===== config.mk =====
export PLATFORM = sky130hd
export DESIGN_NAME = flash_cmd_seq
export DESIGN_NICKNAME = d
export VERILOG_FILES = /design/src/rtl/flash_seq_pkg.sv /design/src/rtl/fcs_decode.sv /design/src/rtl/fcs_byte_sel.sv /design/src/rtl/fcs_seq.sv /design/src/rtl/flash_cmd_seq.sv
export SDC_FILE = /design/constraint.sdc
export NUM_CORES = 1
export LEC_CHECK = 0
export BUFFER_PORTS_ARGS = -buffer_cell sky130_fd_sc_hd__buf_2
export CAP_MARGIN = 40
export CORE_ASPECT_RATIO = 0.9
export CORE_MARGIN = 2
export CORE_UTILIZATION = 52
export DETAILED_ROUTE_END_ITERATION = 8
export PLACE_DENSITY = 0.73
export SYNTH_ARGS = -nofsm -noshare
export SYNTH_HDL_FRONTEND = slang
export SYNTH_HIERARCHICAL = 1
export SYNTH_SLANG_ARGS = --single-unit

===== constraint.sdc =====
create_clock -name clk -period 3.11 [get_ports clk]
set_input_delay 0.311 -clock clk [delete_from_list [all_inputs] [get_ports clk]]
set_output_delay 0.311 -clock clk [all_outputs]
set_load 0.005 [all_outputs]

===== src/rtl/flash_seq_pkg.sv =====
package flash_seq_pkg;

    localparam int ADDR_BYTES_MAX = 4;
    localparam int DATA_BYTES_MAX = 8;
    localparam int ADDR_W         = 8 * ADDR_BYTES_MAX;
    localparam int DATA_W         = 8 * DATA_BYTES_MAX;
    localparam int IDX_W          = $clog2(DATA_BYTES_MAX);
    localparam int ACNT_W         = $clog2(ADDR_BYTES_MAX);
    localparam int DUMMY_W        = 5;
    localparam int CNT_W          = DUMMY_W;

    typedef enum logic [2:0] {
        PH_IDLE  = 3'd0,
        PH_OPC   = 3'd1,
        PH_ADDR  = 3'd2,
        PH_DUMMY = 3'd3,
        PH_WDATA = 3'd4,
        PH_RDATA = 3'd5
    } phase_e;

    typedef struct packed {
        logic [7:0]         opcode;
        logic               rd_en;
        logic [IDX_W-1:0]   rd_n;
        logic               addr_en;
        logic [ACNT_W-1:0]  addr_n;
        logic               wr_en;
        logic [IDX_W-1:0]   wr_n;
        logic [DUMMY_W-1:0] dummy;
    } cmd_t;

    typedef struct packed {
        phase_e             phase;
        logic [CNT_W-1:0]   cnt;
        logic [IDX_W-1:0]   idx;
        logic [7:0]         sh;
        cmd_t               cmd;
        logic [ADDR_W-1:0]  addr;
        logic [DATA_W-1:0]  wdata;
        logic [DATA_W-1:0]  rxbuf;
        logic [DATA_W-1:0]  rdata;
    } seq_t;

    // Phase that follows cur; empty phases are skipped, send wins over receive.
    function automatic phase_e next_phase(input phase_e cur, input cmd_t c);
        logic try_addr;
        logic try_dummy;
        logic try_data;
        phase_e res;
        try_addr  = (cur == PH_OPC);
        try_dummy = try_addr || (cur == PH_ADDR);
        try_data  = try_dummy || (cur == PH_DUMMY);
        if (try_addr && c.addr_en)                  res = PH_ADDR;
        else if (try_dummy && (c.dummy != '0))      res = PH_DUMMY;
        else if (try_data && c.wr_en)               res = PH_WDATA;
        else if (try_data && c.rd_en)               res = PH_RDATA;
        else                                        res = PH_IDLE;
        return res;
    endfunction

    // Index of the final byte of a phase.
    function automatic logic [IDX_W-1:0] phase_last(input phase_e ph, input cmd_t c);
        logic [IDX_W-1:0] res;
        case (ph)
            PH_ADDR:  res = IDX_W'(c.addr_n);
            PH_WDATA: res = c.wr_n;
            PH_RDATA: res = c.rd_n;
            default:  res = '0;
        endcase
        return res;
    endfunction

endpackage


===== src/rtl/fcs_decode.sv =====
module fcs_decode
    import flash_seq_pkg::*;
(
    input  logic [31:0] word,
    output cmd_t        cmd
);
    logic unused_bits;

    always_comb begin
        cmd.opcode  = word[31:24];
        cmd.rd_en   = word[23];
        cmd.rd_n    = word[22:20];
        cmd.addr_en = word[19];
        cmd.addr_n  = word[17:16];
        cmd.wr_en   = word[15];
        cmd.wr_n    = word[14:12];
        cmd.dummy   = word[11:7];
    end

    assign unused_bits = ^{word[18], word[6:0]};

endmodule


===== src/rtl/fcs_byte_sel.sv =====
module fcs_byte_sel
    import flash_seq_pkg::*;
(
    input  phase_e             phase,
    input  logic [IDX_W-1:0]   idx,
    input  logic [7:0]         opcode,
    input  logic [ACNT_W-1:0]  addr_n,
    input  logic [ADDR_W-1:0]  addr,
    input  logic [DATA_W-1:0]  wdata,
    output logic [7:0]         tx_byte
);
    logic [IDX_W-1:0]  addr_pos;

    // Address goes out high byte first: byte idx is (addr_n - idx) from the bottom.
    assign addr_pos = IDX_W'(addr_n) - idx;

    always_comb begin
        case (phase)
            PH_OPC:   tx_byte = opcode;
            PH_ADDR:  tx_byte = addr[{addr_pos[ACNT_W-1:0], 3'b000} +: 8];
            PH_WDATA: tx_byte = wdata[{idx, 3'b000} +: 8];
            default:  tx_byte = 8'h00;
        endcase
    end

endmodule


===== src/rtl/fcs_seq.sv =====
module fcs_seq
    import flash_seq_pkg::*;
(
    input  logic               clk,
    input  logic               rst_n,
    input  logic               start,
    input  cmd_t               dec_cmd,
    input  logic [ADDR_W-1:0]  addr_in,
    input  logic [DATA_W-1:0]  wdata_in,
    input  logic               miso,
    output logic               busy,
    output logic               mosi,
    output logic [DATA_W-1:0]  rdata
);
    seq_t              q;
    seq_t              d;
    phase_e            nxt_ph;
    phase_e            sel_ph;
    logic [IDX_W-1:0]  sel_idx;
    logic              last_byte;
    logic              last_bit;
    logic [7:0]        sel_byte;
    logic [7:0]        shifted;

    always_comb begin
        nxt_ph    = next_phase(q.phase, q.cmd);
        last_byte = (q.idx == phase_last(q.phase, q.cmd));
        last_bit  = (q.cnt == CNT_W'(1));
        sel_ph    = q.phase;
        sel_idx   = q.idx + IDX_W'(1);
        if (last_byte) begin
            sel_ph  = nxt_ph;
            sel_idx = '0;
        end
    end

    fcs_byte_sel u_sel (
        .phase   (sel_ph),
        .idx     (sel_idx),
        .opcode  (q.cmd.opcode),
        .addr_n  (q.cmd.addr_n),
        .addr    (q.addr),
        .wdata   (q.wdata),
        .tx_byte (sel_byte)
    );

    assign shifted = {q.sh[6:0], miso};

    always_comb begin
        d = q;
        if (q.phase == PH_IDLE) begin
            if (start) begin
                d.cmd   = dec_cmd;
                d.addr  = addr_in;
                d.wdata = wdata_in;
                d.rxbuf = '0;
                d.phase = PH_OPC;
                d.cnt   = CNT_W'(8);
                d.idx   = '0;
                d.sh    = dec_cmd.opcode;
            end
        end else if (last_bit) begin
            if (q.phase == PH_RDATA) begin
                d.rxbuf[{q.idx, 3'b000} +: 8] = shifted;
            end
            if (!last_byte) begin
                d.idx = q.idx + IDX_W'(1);
                d.cnt = CNT_W'(8);
                d.sh  = sel_byte;
            end else begin
                d.phase = nxt_ph;
                d.idx   = '0;
                d.cnt   = (nxt_ph == PH_DUMMY) ? q.cmd.dummy : CNT_W'(8);
                d.sh    = sel_byte;
                if (nxt_ph == PH_IDLE && q.cmd.rd_en && !q.cmd.wr_en) begin
                    d.rdata = d.rxbuf;
                end
            end
        end else begin
            d.cnt = q.cnt - CNT_W'(1);
            d.sh  = shifted;
        end
    end

    always_ff @(posedge clk or negedge rst_n) begin
        if (!rst_n) q <= '0;
        else        q <= d;
    end

    assign busy  = (q.phase != PH_IDLE);
    assign mosi  = q.sh[7] && (q.phase == PH_OPC || q.phase == PH_ADDR || q.phase == PH_WDATA);
    assign rdata = q.rdata;

endmodule


===== src/rtl/flash_cmd_seq.sv =====
module flash_cmd_seq
    import flash_seq_pkg::*;
(
    input  logic        clk,
    input  logic        rst_n,
    input  logic        ctrl_wr,
    input  logic [31:0] ctrl_word,
    input  logic [31:0] addr_word,
    input  logic [31:0] wdata_lo,
    input  logic [31:0] wdata_hi,
    output logic        busy,
    output logic [31:0] rdata_lo,
    output logic [31:0] rdata_hi,
    output logic        cs_n,
    output logic        sck_en,
    output logic        mosi,
    input  logic        miso
);
    cmd_t              dec_cmd;
    logic              start;
    logic [DATA_W-1:0] rdata;

    fcs_decode u_dec (
        .word (ctrl_word),
        .cmd  (dec_cmd)
    );

    assign start = ctrl_wr && ctrl_word[0];

    fcs_seq u_seq (
        .clk      (clk),
        .rst_n    (rst_n),
        .start    (start),
        .dec_cmd  (dec_cmd),
        .addr_in  (addr_word),
        .wdata_in ({wdata_hi, wdata_lo}),
        .miso     (miso),
        .busy     (busy),
        .mosi     (mosi),
        .rdata    (rdata)
    );

    assign cs_n     = !busy;
    assign sck_en   = busy;
    assign rdata_lo = rdata[31:0];
    assign rdata_hi = rdata[63:32];

endmodule


==> impl_results.md, run 1 <==
- Max clock buf depth: 3
- Status: complete, no violations
- Total core area: about 26000 µm²
- Chip width: 174.2 µm
- Vias in the first global route: ~9.3k
- Total power: ~8 mW
- First-pass GRT wire length: between 40 and 50 mm
- Sink Count: 267
- Port-buffer cells: between 150 and 200
- CP required: 3.58 ns
- Peak supply drop: 0.4043 mV
- Critical path origin: u_seq/q[264]$_DFFE_PN0P_
- Part of the Yosys area used for sequential elements: 0.4927
- Clock-pin slew on the worst setup and hold paths: about 0.06 ns
- Initial core utilization: 0.5245
- Total gr overflow: 0
- Routability cong.: 0.8620
- H-tree Lvls: 1
- Worst slew margin relative to its limit: 0.4462
- WL final: about 32 mm
- Area Overhead vs Synth: 19.10%
- WL/cell: 17.85 µm
- Min cycle time layout: 3.049 ns
- Post-synthesis sequential element count: approximately 270
- Final Setup Violations: 0
- Vias per cell: roughly 5.4
- Layout cells sized above 1: 0.3264
- Hold Crit Class: in -> reg
- Worst setup margin: 0.06104 ns
- Critical path arrival: 3.51 ns
- Pwr dens: 491.3 nW/µm²
- Worst-Skew Late Latency: 0.54 ns
- Die Footprint: ~27000 µm²
- Slew at the pin closest to its max-slew limit: between 0.8 and 0.9 ns
- DP Worst Slack: -0.01732 ns
- Max-cap viol count: 0
- Mapped Area: about 14000 µm²
- Worst Setup Start Kind: register
- Maximum clock rate: approximately 0.33 GHz
- Post-Syn Nets: 1388
- Initial antenna violation count: 5
- Yosys warns: 6
- DP HPWL: ~21 mm
- Detail Route Antenna Nets: 0
- RSZ-0062 raised after global routing: true
- Via count: ~9.8k
- Fin util: 0.6247
- Post-Syn Instances: 1247
- Post-synth EDFFs: 0
- Ys async rst share: 1.000
- All-Layer GR Usage: 0.2263
- Fill count: just over 2k
- DR DRC count: 0
- Max-slew violation count: 0
- Hold Violations, Final: 0
- Drt first pass iters: 5
- Cts bufs inserted: 29
- Clk_skew: about 0.011 ns
- Period utilization: 0.9804
- Die height: 157.2 µm
- Synth cell types: ~60
- WHS: ~0.007 ns
- Nets: roughly 1.6k
- Pleak: about 7.6 nW
- IO Pins: 200
- Syn avg cell area: approximately 11 µm²
- Dominant synthesized flop cell: dfrtp_1
- # rows: 56
- Critical path capture point type: register
- Setup Crit Path Kind: reg -> reg
- Placed cell area: between 10000 and 15000 µm²
- Hold Crit Start: wdata_hi[25]
- CTS tree: yes
- Clock root buffer: clkbuf_16
- Finished layout cell area: approximately 16000 µm²
- Crit path max fanout: 8
- Pin count of the biggest net entering global routing: around 130
- DR iter-0 viols: around 840
- Worst r2r src: u_seq/q[264]$_DFFE_PN0P_
logic make-up after synthesis:
logic type / after synthesis / share of synthesized area
DFF: 267 / 0.4927
and+or+nand+nor: 331 / 0.1108
adders and majority gates: 9 / 0.008304
xor gates and xnor gates: 5 / 0.004614
AOI/OAI and AO/OA: 232 / 0.1011
muxes: 230 / 0.2009
buffers and inverters: 173 / 0.08156
cells in the mapped netlist, drive strengths merged, types with 2 or more instances:
master | n | share of area
mux2 | 132 | 0.11
or3 | 3 | 0.0014
mux2i | 82 | 0.061
clkbuf | 24 | 0.0066
nand2 | 136 | 0.038
nor2b | 11 | 0.0051
inv | 12 | 0.0033
a21oi | 93 | 0.035
nor3b | 4 | 0.0026
nand3 | 4 | 0.0015
ha | 9 | 0.0083
o21ai | 73 | 0.027
nor3 | 24 | 0.010
nand2b | 13 | 0.0060
a211oi | 17 | 0.0098
a32oi | 2 | 0.0013
a22oi | 9 | 0.0050
a21o | 2 | 0.0011
dfrtp | 267 | 0.49
or4b | 3 | 0.0022
a31oi | 8 | 0.0037
o41ai | 2 | 0.0013
o32ai | 2 | 0.0018
buf | 137 | 0.072
nor2 | 123 | 0.038
xnor2 | 4 | 0.0040
and2 | 3 | 0.0014
mux4 | 16 | 0.030
a22o | 16 | 0.010
nor4bb | 2 | 0.0015
per-layer routing:
metal,vias to the layer above,wire length [µm],global-route usage
li1,4641,-,-
met1,4780,14720,0.3279
met2,293,14640,0.3520
met3,53,1821,0.03744
met4,0,834,0.06803
met5,-,0,0
area by class of cell:
class	instances	area, µm²	area share
inverters	12	45.04	0.002789
clock buffers	41	830.8	0.05144
well taps	348	435.4	0.02696
clock inverters	7	90.09	0.005578
repair buffers	306	2142	0.1326
flip-flops and latches	267	6685	0.4139
multi-input cells	807	5907	0.3657
diodes	6	15.01	0.0009297
final timing paths:
path | end | slack, ns | cells after the start
worst max-delay path | u_seq/q[250]$_DFFE_PN0P_ | 0.06 | 16
worst min-delay path | u_seq/q[185]$_DFFE_PN0P_ | 0.007 | 2
worst max register to register | u_seq/q[250]$_DFFE_PN0P_ | 0.06 | 16
worst min register to register | u_seq/q[141]$_DFFE_PN0P_ | 0.50 | 1
max in group asynchronous | u_seq/q[264]$_DFFE_PN0P_ | 1.67 | 3
min in group asynchronous | u_seq/q[156]$_DFFE_PN0P_ | 0.38 | 2
sequential cells by signal, indices dropped and copies added (netlist names):
name,cells
u_seq/q,203
u_seq/rdata,64
power breakdown:
group	switching [mW]	internal, mW
clock	1.35	2.00
combinational	0.398	0.429
sequential	0.114	3.64
critical path, cell delays in order, from the launching register on:
cell and delay (ns):
dfrtp_2 0.45, buf_6 0.15, o32ai_4 0.30, xnor2_4 0.14, nor3_4 0.31, nor2_4 0.10, ha_4 0.19, xnor2_4 0.19
buf_6 0.13, buf_6 0.11, clkbuf_16 0.15, nor3_1 0.05, a21oi_1 0.11, a21oi_1 0.11, o21ai_1 0.24, nand2_1 0.10
a31oi_1 0.17
cells in the final DEF, fill, tap and decap left out, types with 32 or more instances in the layout:
cell / n
nor2_1: 107
buf_4: 35
mux2_2: 131
dfrtp_1: 264
mux2i_1: 79
nand2_1: 134
dlygate4sd3_1: 62
clkbuf_16: 32
a21oi_1: 89
o21ai_0: 55
buf_2: 192
per-stage QoR:
step                TNS [ns]  std cells
floorplan                  0       1247
global placement           0       1661
detailed placement  -0.03196       1661
CTS                        0       1769
global route         -0.4898       1792
finish                     0       1794
timing repair:
item | CTS | global route
pin swaps | 0 | 21
endpoints found under the hold margin | 145 | 2
setup endpoints to repair | 3 | 8
gates cloned | 0 | 5
setup buffers | 0 | 12
hold buffers | 60 | 2
gates resized for setup | 2 | 34
Power figures use the tool's default switching activity.
==> inputs of run 2 (changes only) <==
- CORE_MARGIN: 2 -> default
- CORE_UTILIZATION: 52 -> 55
- clock period: 3.11 -> 2.9 ns (I/O delays scaled with it)
==> run 2 against run 1 <==
  * The flow now finishes with violations (negative setup slack)
  * Worst hold slack improved by 0.016 ns
  * Utilization rose by 6.4 points
  * Cell count rose by 0.89%
  * Non-clock buffer count rose by 56
  * Die area fell by 7.7%
  * Register-to-register slack got worse by 0.23 ns
  * Largest cell class unchanged
  * Highest routed layer unchanged
==> impl_results.md, run 2 (synthesized netlist as in run 1, its figures left out) <==
- Status: finished with violations
- Failing checks: negative setup slack
- Initial antenna violation count: 2
- H-tree Lvls: 1
- Pin count of the biggest net entering global routing: between 100 and 150
- Port-buffer cells: 192
- Most frequent cells in the layout: dfrtp_1 (267), buf_2 (191), nand2_1 (134)
- CP required: around 3.3 ns
- DR iter-0 viols: a little over 800
- First-pass GRT wire length: between 50 and 60 mm
- Chip width: approximately 170 µm
- Worst slew margin relative to its limit: 0.5488
- Detail Route Antenna Nets: 0
- Clk_skew: approximately 0.011 ns
- Worst Setup Start Kind: register
- Max-slew violation count: 0
- Maximum clock rate: between 0.3 and 0.4 GHz
- Layout cells sized above 1: 0.3233
- Vias per cell: about 5.6
- RSZ-0062 raised after global routing: true
- Slew at the pin closest to its max-slew limit: between 0.6 and 0.7 ns
- Area Overhead vs Synth: 22.89%
- CP max stage delay: roughly 0.52 ns
- DP HPWL: about 21 mm
- Die height: between 150 and 200 µm
- # rows: 54
- Critical path arrival: 3.47 ns
- Dpl cells: 1637
- Max-cap viol count: 0
- WL final: ~34 mm
- Most common cell after layout, fill and taps aside: dfrtp_1
- Cts bufs inserted: 28
- Drt first pass iters: 5
- Total power: between 8 and 9 mW
- Max FFs per register: a little over 200
- Setup Crit Path Kind: reg -> reg
- Hold Crit Start: ctrl_word[25]
- CP cell instances: mux2_4, a32o_1, nor2_1, nor3_2, buf_4, nor2_4, buf_12, buf_4, mux4_2, a22oi_2, nor2_1, a21oi_2, o21ai_1, nand2_1, a31oi_1
- Clock-pin slew on the worst setup and hold paths: approximately 0.060 ns
- Sink Count: around 270
- Vias in the first global route: approximately 10k
- Die Footprint: around 25000 µm²
- All-Layer GR Usage: 0.2752
- Placed cell area: 14410 µm²
- Total core area: roughly 24000 µm²
- Clock root buffer: clkbuf_16
- CTS tree: yes
- Total gr overflow: 0
- Max clock buf depth: 3
- Via count: roughly 10k
- WL/cell: 18.77 µm
- Worst Reg-to-Reg Cells: 15
- DR DRC count: 0
- Critical path capture point type: register
- IO Pins: 200
- Worst setup margin: -0.1681 ns
- Peak supply drop: approximately 0.44 mV
- Hold Path Stages: 2
- Period utilization: 1.058
- CP max stage cell: mux4_2
- Fin util: 0.6890
- Initial core utilization: 0.5606
- Finished layout cell area: between 15000 and 20000 µm²
- Nets: roughly 1.6k
- Most flops, register: u_seq/q
- Layout Cells excl Fill: 1810
- Worst r2r src: u_seq/q[264]$_DFFE_PN0P_
- Hold Crit Class: in -> reg
- Min cycle time layout: ~3.1 ns
- Fill count: approximately 1.8k
- Worst-Skew Late Latency: roughly 0.54 ns
- Pwr dens: between 500 and 600 nW/µm²
- Final Setup Violations: 8
- Critical path origin: u_seq/q[264]$_DFFE_PN0P_
- Hold Violations, Final: 0
- Crit path max fanout: 9
- Pleak: between 7 and 8 nW
- R2R Setup Slk: -0.17 ns
- Routability cong.: ~0.84
==> run 2: cell count changes in the layout (fill, tap and decap cells not counted), moves of 4 or more <==
cell           delta
diode_2           -4
mux4_1            -6
clkinv_2          +4
buf_4             +8
dlygate4sd3_1    +50
buf_12            +4
mux4_2            +6
==> run 2: worst paths after layout <==
check                                      endpoint
hold reg to reg            u_seq/q[139]$_DFFE_PN0P_
min in group asynchronous   u_seq/q[86]$_DFFE_PN0P_
max in group asynchronous  u_seq/q[262]$_DFFE_PN0P_
setup reg to reg           u_seq/q[249]$_DFFE_PN0P_
hold / removal             u_seq/q[241]$_DFFE_PN0P_
setup / recovery           u_seq/q[249]$_DFFE_PN0P_
==> run 2: critical path: cells and delay by family, from the launching register on <==
kind                   cells  cell delay (ns)
AO/OA/AOI/OAI              5             0.71
buffers and inverters      3             0.45
flip-flops                 1             0.41
multiplexers               2             0.84
AND/OR/NAND/NOR            5             0.50
==> run 2: metrics by stage <==
stage | hold slack (ns) | TNS (ns) | worst slack [ns]
5_1_grt | 0.01822 | -2.069 | -0.2990
3_3_place_gp | 0.3127 | -1.478 | -0.2364
4_1_cts | 0.002506 | -0.5585 | -0.09607
6_report | 0.02249 | -0.9166 | -0.1681
3_5_place_dp | 0.3188 | -1.971 | -0.3235
2_1_floorplan | -0.005591 | -0.006792 | -0.006792
==> run 2: area by class of cell <==
type	count	area (µm²)	share of cell area
inverter	12	45.04	0.002703
multi-input combinational	807	5892	0.3536
sequential	267	6681	0.4009
clock inverter	15	163.9	0.009836
timing repair buffer	362	2696	0.1618
antenna	2	5.005	0.0003003
clock buffer	37	795.8	0.04775
tap	308	385.4	0.02312
==> run 2: power by group <==
part	switching (mW)	leakage (nW)	internal (mW)
logic	0.450	3.91	0.502
registers	0.131	3.45	3.90
clock network	1.50	0.465	2.20
total	2.08	7.83	6.60
==> run 2: metal layers <==
layer / up-vias / global-route usage / part of all wire
met5: - / 0 / 0
met4: 0 / 0.09037 / 0.030
met3: 76 / 0.03371 / 0.051
met2: 336 / 0.4371 / 0.46
met1: 4928 / 0.3954 / 0.45
li1: 4746 / - / -
==> run 2: what timing repair did <==
action                     in CTS  in global routing
hold buffers                  111                  1
buffers inserted                4                  2
setup endpoints to repair       8                  9
hold endpoints to repair      181                  1
pin swaps                       5                  6
gates cloned                    1                  0
gates resized for setup        17                 15
